--- src/rtl/twi_eeprom_pkg.sv ---
package twi_eeprom_pkg;
  typedef enum logic [2:0] {ST_IDLE, ST_RX, ST_ACK, ST_TX, ST_MACK} state_e;
  typedef enum logic [1:0] {K_DEV, K_WADDR, K_DATA} kind_e;
  localparam logic [3:0] DEV_CODE = 4'b1010;
endpackage

--- src/rtl/twi_eeprom_cond.sv ---
module twi_eeprom_cond #(
  parameter int SYNC = 2
) (
  input  logic clk_i,
  input  logic rst_ni,
  input  logic scl_i,
  input  logic sda_i,
  output logic scl_o,
  output logic sda_o,
  output logic scl_rise_o,
  output logic scl_fall_o,
  output logic start_o,
  output logic stop_o
);
  logic [SYNC-1:0] scl_sync_q, sda_sync_q;
  logic scl_q, sda_q;

  always_ff @(posedge clk_i or negedge rst_ni) begin
    if (!rst_ni) begin
      scl_sync_q <= '1;
      sda_sync_q <= '1;
      scl_q      <= 1'b1;
      sda_q      <= 1'b1;
    end else begin
      scl_sync_q <= {scl_sync_q[SYNC-2:0], scl_i};
      sda_sync_q <= {sda_sync_q[SYNC-2:0], sda_i};
      scl_q      <= scl_o;
      sda_q      <= sda_o;
    end
  end

  assign scl_o      = scl_sync_q[SYNC-1];
  assign sda_o      = sda_sync_q[SYNC-1];
  assign scl_rise_o = scl_o & ~scl_q;
  assign scl_fall_o = ~scl_o & scl_q;
  // SDA edges count as conditions only while SCL stays high
  assign start_o    = scl_o & scl_q & sda_q & ~sda_o;
  assign stop_o     = scl_o & scl_q & ~sda_q & sda_o;
endmodule

--- src/rtl/twi_eeprom_mem.sv ---
module twi_eeprom_mem #(
  parameter int ADDR_W = 8,
  parameter int PAGE_W = 3,
  localparam int DEPTH  = 1 << ADDR_W,
  localparam int PAGE   = 1 << PAGE_W
) (
  input  logic                       clk_i,
  input  logic                       rst_ni,
  input  logic [ADDR_W-1:0]          rd_addr_i,
  output logic [7:0]                 rd_data_o,
  input  logic                       wr_en_i,
  input  logic [ADDR_W-PAGE_W-1:0]   wr_page_i,
  input  logic [PAGE-1:0]            wr_mask_i,
  input  logic [PAGE-1:0][7:0]       wr_data_i
);
  logic [7:0] mem_q [DEPTH];

  always_ff @(posedge clk_i or negedge rst_ni) begin
    if (!rst_ni) begin
      for (int a = 0; a < DEPTH; a++) mem_q[a] <= 8'hFF;
    end else if (wr_en_i) begin
      for (int i = 0; i < PAGE; i++)
        if (wr_mask_i[i]) mem_q[{wr_page_i, PAGE_W'(i)}] <= wr_data_i[i];
    end
  end

  assign rd_data_o = mem_q[rd_addr_i];
endmodule

--- src/rtl/twi_eeprom_fsm.sv ---
module twi_eeprom_fsm
  import twi_eeprom_pkg::*;
#(
  parameter int ADDR_W       = 8,
  parameter int PAGE_W       = 3,
  parameter int WRITE_CYCLES = 5000,
  localparam int PAGE        = 1 << PAGE_W,
  localparam int CNT_W       = $clog2(WRITE_CYCLES + 1)
) (
  input  logic                     clk_i,
  input  logic                     rst_ni,
  input  logic                     scl_i,
  input  logic                     sda_i,
  input  logic                     scl_rise_i,
  input  logic                     scl_fall_i,
  input  logic                     start_i,
  input  logic                     stop_i,
  input  logic                     wp_i,
  input  logic [2:0]               dev_sel_i,
  input  logic [7:0]               rd_data_i,
  output logic [ADDR_W-1:0]        rd_addr_o,
  output logic                     wr_en_o,
  output logic [ADDR_W-PAGE_W-1:0] wr_page_o,
  output logic [PAGE-1:0]          wr_mask_o,
  output logic [PAGE-1:0][7:0]     wr_data_o,
  output logic                     sda_oe_o
);
  state_e                 state_q;
  kind_e                  kind_q;
  logic [3:0]             bit_cnt_q;
  logic [7:0]             sh_q;
  logic                   rw_q, mack_q;
  logic [ADDR_W-1:0]      addr_q;
  logic [PAGE-1:0][7:0]   pbuf_q;
  logic [PAGE-1:0]        mask_q;
  logic [CNT_W-1:0]       busy_cnt_q;
  logic                   busy, commit;

  assign busy   = busy_cnt_q != '0;
  assign commit = stop_i && (mask_q != '0) && !wp_i;

  always_ff @(posedge clk_i or negedge rst_ni) begin
    if (!rst_ni) begin
      state_q    <= ST_IDLE;
      kind_q     <= K_DEV;
      bit_cnt_q  <= '0;
      sh_q       <= '0;
      rw_q       <= 1'b0;
      mack_q     <= 1'b0;
      addr_q     <= '0;
      pbuf_q     <= '0;
      mask_q     <= '0;
      busy_cnt_q <= '0;
    end else begin
      if (busy) busy_cnt_q <= busy_cnt_q - 1'b1;
      if (stop_i) begin
        state_q <= ST_IDLE;
        mask_q  <= '0;
        if (commit) busy_cnt_q <= CNT_W'(WRITE_CYCLES);
      end else if (start_i) begin
        state_q   <= ST_RX;
        kind_q    <= K_DEV;
        bit_cnt_q <= '0;
        mask_q    <= '0;
      end else begin
        unique case (state_q)
          ST_RX: begin
            if (scl_rise_i) begin
              sh_q      <= {sh_q[6:0], sda_i};
              bit_cnt_q <= bit_cnt_q + 4'd1;
            end else if (scl_fall_i && bit_cnt_q == 4'd8) begin
              bit_cnt_q <= '0;
              unique case (kind_q)
                K_DEV: begin
                  if (sh_q[7:4] == DEV_CODE && sh_q[3:1] == dev_sel_i && !busy) begin
                    state_q <= ST_ACK;
                    rw_q    <= sh_q[0];
                  end else begin
                    state_q <= ST_IDLE;
                  end
                end
                K_WADDR: begin
                  addr_q  <= sh_q;
                  state_q <= ST_ACK;
                end
                default: begin
                  pbuf_q[addr_q[PAGE_W-1:0]] <= sh_q;
                  mask_q[addr_q[PAGE_W-1:0]] <= 1'b1;
                  addr_q[PAGE_W-1:0]         <= addr_q[PAGE_W-1:0] + PAGE_W'(1);
                  state_q                    <= ST_ACK;
                end
              endcase
            end
          end
          ST_ACK: begin
            if (scl_fall_i) begin
              bit_cnt_q <= '0;
              if (kind_q == K_DEV && rw_q) begin
                state_q <= ST_TX;
                sh_q    <= rd_data_i;
                addr_q  <= addr_q + 1'b1;
              end else begin
                state_q <= ST_RX;
                if (kind_q == K_DEV) kind_q <= K_WADDR;
                else                 kind_q <= K_DATA;
              end
            end
          end
          ST_TX: begin
            if (scl_rise_i) begin
              bit_cnt_q <= bit_cnt_q + 4'd1;
            end else if (scl_fall_i) begin
              if (bit_cnt_q == 4'd8) state_q <= ST_MACK;
              else                   sh_q    <= {sh_q[6:0], 1'b0};
            end
          end
          ST_MACK: begin
            if (scl_rise_i) begin
              mack_q <= ~sda_i;
            end else if (scl_fall_i) begin
              if (mack_q) begin
                state_q   <= ST_TX;
                sh_q      <= rd_data_i;
                addr_q    <= addr_q + 1'b1;
                bit_cnt_q <= '0;
              end else begin
                state_q <= ST_IDLE;
              end
            end
          end
          default: ;
        endcase
      end
    end
  end

  assign rd_addr_o = addr_q;
  assign wr_en_o   = commit;
  assign wr_page_o = addr_q[ADDR_W-1:PAGE_W];
  assign wr_mask_o = mask_q;
  assign wr_data_o = pbuf_q;
  assign sda_oe_o  = (state_q == ST_ACK) || (state_q == ST_TX && !sh_q[7]);

  a_r3_oe_scl_low: assert property (@(posedge clk_i) disable iff (!rst_ni)
    !$stable(sda_oe_o) |-> !scl_i);
  a_r4_page_fixed: assert property (@(posedge clk_i) disable iff (!rst_ni)
    (kind_q == K_DATA && $past(kind_q == K_DATA) && !$past(start_i))
      |-> $stable(addr_q[ADDR_W-1:PAGE_W]));
  a_r5_busy_no_dev_ack: assert property (@(posedge clk_i) disable iff (!rst_ni)
    busy |-> !(state_q == ST_ACK && kind_q == K_DEV));
  a_r9_wp_no_busy: assert property (@(posedge clk_i) disable iff (!rst_ni)
    $rose(busy) |-> $past(!wp_i));
  a_r10_start_rematch: assert property (@(posedge clk_i) disable iff (!rst_ni)
    (start_i && !stop_i) |=> (state_q == ST_RX && kind_q == K_DEV && bit_cnt_q == 4'd0));
endmodule

--- src/rtl/twi_eeprom.sv ---
module twi_eeprom #(
  parameter int ADDR_W       = 8,
  parameter int PAGE_W       = 3,
  parameter int SYNC         = 2,
  parameter int WRITE_CYCLES = 5000,
  localparam int PAGE        = 1 << PAGE_W
) (
  input  logic       clk_i,
  input  logic       rst_ni,
  input  logic       scl_i,
  input  logic       sda_i,
  output logic       sda_oe_o,
  input  logic       wp_i,
  input  logic [2:0] dev_sel_i
);
  logic scl_s, sda_s, scl_rise, scl_fall, start, stop;
  logic [ADDR_W-1:0]        rd_addr;
  logic [7:0]               rd_data;
  logic                     wr_en;
  logic [ADDR_W-PAGE_W-1:0] wr_page;
  logic [PAGE-1:0]          wr_mask;
  logic [PAGE-1:0][7:0]     wr_data;

  twi_eeprom_cond #(.SYNC(SYNC)) u_cond (
    .clk_i, .rst_ni, .scl_i, .sda_i,
    .scl_o(scl_s), .sda_o(sda_s), .scl_rise_o(scl_rise), .scl_fall_o(scl_fall),
    .start_o(start), .stop_o(stop)
  );

  twi_eeprom_fsm #(.ADDR_W(ADDR_W), .PAGE_W(PAGE_W), .WRITE_CYCLES(WRITE_CYCLES)) u_fsm (
    .clk_i, .rst_ni, .scl_i(scl_s), .sda_i(sda_s),
    .scl_rise_i(scl_rise), .scl_fall_i(scl_fall), .start_i(start), .stop_i(stop),
    .wp_i, .dev_sel_i, .rd_data_i(rd_data), .rd_addr_o(rd_addr),
    .wr_en_o(wr_en), .wr_page_o(wr_page), .wr_mask_o(wr_mask), .wr_data_o(wr_data),
    .sda_oe_o
  );

  twi_eeprom_mem #(.ADDR_W(ADDR_W), .PAGE_W(PAGE_W)) u_mem (
    .clk_i, .rst_ni, .rd_addr_i(rd_addr), .rd_data_o(rd_data),
    .wr_en_i(wr_en), .wr_page_i(wr_page), .wr_mask_i(wr_mask), .wr_data_i(wr_data)
  );
endmodule

--- config.mk ---
export PLATFORM = sky130hd
export DESIGN_NAME = twi_eeprom
export DESIGN_NICKNAME = d
export VERILOG_FILES = /design/src/rtl/twi_eeprom_pkg.sv /design/src/rtl/twi_eeprom_cond.sv /design/src/rtl/twi_eeprom_mem.sv /design/src/rtl/twi_eeprom_fsm.sv /design/src/rtl/twi_eeprom.sv
export SDC_FILE = /design/constraint.sdc
export NUM_CORES = 2
export LEC_CHECK = 0
export BUFFER_PORTS_ARGS = -buffer_cell sky130_fd_sc_hd__clkbuf_2
export CAP_MARGIN = 20
export CELL_PAD_IN_SITES_DETAIL_PLACEMENT = 1
export CELL_PAD_IN_SITES_GLOBAL_PLACEMENT = 2
export CORE_UTILIZATION = 48
export CTS_CLUSTER_SIZE = 30
export DETAILED_ROUTE_END_ITERATION = 16
export PLACE_DENSITY = 0.8
export SYNTH_ARGS = -nofsm -noshare
export SYNTH_HDL_FRONTEND = slang
export SYNTH_SLANG_ARGS = --single-unit
--- constraint.sdc ---
create_clock -name clk_i -period 2.91 [get_ports clk_i]
set_input_delay 0.1455 -clock clk_i [delete_from_list [all_inputs] [get_ports clk_i]]
set_output_delay 0.1455 -clock clk_i [all_outputs]
set_load 0.05 [all_outputs]
==> summary.txt <==
Routing
  – DRC Markers: 0
  – Starting DRT DRC Count: 7877
  – Vias/cell: 6.68
  – Vias: 69806
  – Drt pass-1 iters: 5
  – Routed WL: 420000 µm
  – Detail Route Antenna Nets: 0
  – Routed len/inst: 40.2 µm

Synthesis
  – Multiplexer share of the synthesized area: 35.8%
  – Post-synthesis cell area: 0.101 mm²
  – Main combinational cell family by area after synthesis: multiplexers
  – Post-Synth Simple-Gate Area: 2.69%
  – EDFF count, synth: 0
  – Seq/Total Area, Yosys: 56.2%
  – Dominant synthesized flop cell: dfstp_2
  – Net Count, Synth: 6648
  – Synth warn: 0
  – Post-synthesis adder-cell area fraction: 0.0619%
  – Seq cells post-synth: 2166
  – XOR/XNOR share of the synthesized area: 0.104%
  – Asr flop ratio synth: 100%
  – Post-synthesis compound-gate area fraction: 2.92%
  – Syn_area_per_cell: 15.2 µm²
  – Syn Inst Count: 6635
  – Distinct cells, synth: 77

Power and ir drop
  – PwrDens: 512 mW/mm²
  – Max IR drop VDD: 0.000696 V
  – Pleak: 46.7 nW
  – Sequential Power Share: 49.2%
  – Clock power frac: 48.9%
  – Internal Pwr Total: 48.0 mW
  – Sw Pwr: 13.9 mW
  – Net Sw Frac: 22.4%
  – Gate power share: 2.0%

Global routing
  – Pin count of the biggest net entering global routing: 148
  – Initial antenna violation count: 61
  – First-pass GRT wire length: 588000 µm
  – Remaining Overflow, GRT: 0
  – GR Util All Layers: 39.7%
  – Vias in the first global route: 72468

STA
  – Slew margin rel.: 13.0%
  – Final hold vios: 0
  – Worst setup margin: -0.346 ns
  – Worst slew pin tran: 1.30 ns
  – Max Freq: 307 MHz
  – Pins Over Slew Limit: 0
  – RSZ-0062 raised after global routing: yes
  – Final setup viols: 8
  – Worst clock skew: 0.0362 ns
  – Final worst-path cycle share: 112%
  – Tmin final: 3.26 ns

Clock network
  – CTS buffer count: 228
  – CTS Buffer Depth: 3
  – H-Tree Level Count: 4
  – CTS clk-pin slew, worst paths: 0.06 ns
  – TritonCTS clock tree: done
  – Clock Sinks: 2166
  – Worst skew pair latency: 0.90 ns
  – CTS root buf: clkbuf_16

Run status
  – Failing checks: negative setup slack
  – Status: finished with violations

Layout
  – Fraction of layout cells with a size suffix above 1: 79.8%
  – Commonest cells after routing, fill and taps aside: mux2_2, dfstp_2, buf_4
  – Post-route cell area: 0.121 mm²
  – Nets@finish: 7406
  – Fillcell total: 19339
  – Syn-to-layout area delta: 19.4%
  – Commonest non-fill, non-tap cell in the layout: mux2_2
  – Fin util: 57.7%

Die
  – Die X: 461 µm
  – Core ar.: 0.209 mm²
  – Starting Density: 48.3%
  – Die area: 0.212 mm²
  – Ports: 9
  – Die height: 461 µm
  – Site Rows: 168

Worst setup path
  – Crit Reg-Reg Endpoint: u_fsm.sh_q[3]$_DFFE_PN0P_
  – Critical Path Start Type: register
  – R2R setup slack: -0.35 ns
  – Worst r2r path cells: 9
  – R2R Path Start: u_fsm.rd_addr_o[2]$_DFFE_PN0P_
  – Crit end category: register
  – CP Data Required Time: 3.69 ns
  – CP max FO: 20
  – CP arrival: 4.03 ns
  – CP Class: reg2reg

Placed design
  – DP Wirelength: 265000 µm
  – GP Congestion: 0.980
  – Dpl cell area: 0.111 mm²
  – # port buffers: 8

Flow run
  – Max Cap Viol: 0

Hold path
  – Hold Path Class: in2async
-- through the flow --
stage	setup WS [ns]	TNS, ns	hold slack (ns)	total power [mW]	std cells
after floorplan	0.352	0	-0.150	31.0	6635
after global placement	-0.812	-3.70	0.236	32.0	9922
after detailed placement	-0.722	-3.78	0.235	32.0	9923
after CTS	-0.273	-0.986	0.185	62.0	10381
after global routing	-0.329	-1.89	0.210	63.3	10402
final	-0.346	-1.55	0.206	61.8	10447
-- worst max-delay path: stages, from the launching register on --
cell,delay [ns]
dfrtp_4,0.55
or4b_1,0.50
buf_12,0.27
o22ai_1,0.10
or4_4,0.46
a22oi_2,0.32
buf_4,0.20
nand3_2,0.07
or4_1,0.43
o221a_1,0.23
-- Yosys cell counts (42+ instances only) --
master,count,area share (%)
mux2_2,2127,24
dfstp_2,2054,53
mux2i_1,488,4.8
mux4_2,322,7.2
nor2_1,321,1.2
clkbuf_1,266,0.99
o22ai_1,169,1.0
nand2_1,114,0.42
dfrtp_1,112,2.8
buf_2,75,0.37
o21ai_0,53,0.26
a21oi_1,52,0.26
a22oi_1,42,0.31
-- registers in the layout (all words and copies together), names as in the netlist --
name               flops
u_mem.mem_q         2048
u_fsm.wr_data_o       64
u_fsm.busy_cnt_q      13
u_fsm.rd_addr_o        8
u_fsm.sh_q             8
u_fsm.wr_mask_o        8
u_fsm.bit_cnt_q        4
u_fsm.state_q          3
u_cond.scl_sync_q      2
u_cond.sda_sync_q      2
u_fsm.kind_q           2
u_cond.scl_q           1
u_cond.sda_q           1
u_fsm.mack_q           1
u_fsm.rw_q             1
-- per-layer routing --
metal  wire length (µm)  vias to the layer above  part of all wire (%)  track usage [%]
li1                   -                    26238                     -                -
met1             162000                    38139                    39             52.5
met2             188000                     4236                    45             58.4
met3              44000                     1173                    10             10.9
met4              25700                       20                   6.1             23.5
met5                273                        -                 0.065            0.528
-- worst max-delay path by stage --
stage	endpoint	cells after the start	slack [ns]	startpoint
finish	u_fsm.sh_q[3]$_DFFE_PN0P_	9	-0.35	u_fsm.rd_addr_o[2]$_DFFE_PN0P_
floorplan	u_fsm.sh_q[5]$_DFFE_PN0P_	11	0.35	u_fsm.rd_addr_o[0]$_DFFE_PN0P_
global placement	u_fsm.sh_q[7]$_DFFE_PN0P_	12	-0.81	u_fsm.rd_addr_o[0]$_DFFE_PN0P_
CTS	u_fsm.sh_q[3]$_DFFE_PN0P_	12	-0.27	u_fsm.rd_addr_o[0]$_DFFE_PN0P_
detailed placement	u_fsm.sh_q[7]$_DFFE_PN0P_	12	-0.72	u_fsm.rd_addr_o[0]$_DFFE_PN0P_
global route	u_fsm.sh_q[3]$_DFFE_PN0P_	12	-0.33	u_fsm.rd_addr_o[0]$_DFFE_PN0P_
-- final cells by class --
cell class | instances | area (µm²) | share of cell area, %
Multi-Input combinational cell | 4005 | 42900 | 35.5
Timing Repair Buffer | 982 | 9620 | 7.97
Tap cell | 2805 | 3510 | 2.91
Inverter | 10 | 37.5 | 0.0311
Clock buffer | 356 | 6830 | 5.66
Antenna cell | 53 | 133 | 0.110
Clock inverter | 70 | 810 | 0.671
Sequential cell | 2166 | 56900 | 47.2
-- power groups by stage --
stage          logic [mW]  clock network (mW)  registers, mW
6_report             1.23                30.2           30.4
5_1_grt              1.32                31.5           30.4
2_1_floorplan       0.261                   0           30.8
3_5_place_dp         1.19                   0           30.8
4_1_cts              1.21                30.4           30.4
3_3_place_gp         1.16                   0           30.8
-- repair_timing --
item / CTS / global route
pin swaps: 18 / 26
gates cloned: 4 / 1
setup buffers: 24 / 14
gates resized for setup: 138 / 89
hold buffers: 6 / 0
endpoints found under the hold margin: 279 / 0
setup endpoints to repair: 8 / 48
-- kinds of logic after synthesis --
group	Yosys count
and+or+nand+nor	600
adders and majority gates	5
xor gates and xnor gates	12
muxes	2945
DFF	2166
buffers and inverters	464
AOI/OAI and AO/OA	443
Note: power is estimated with default switching activity, not from simulation.
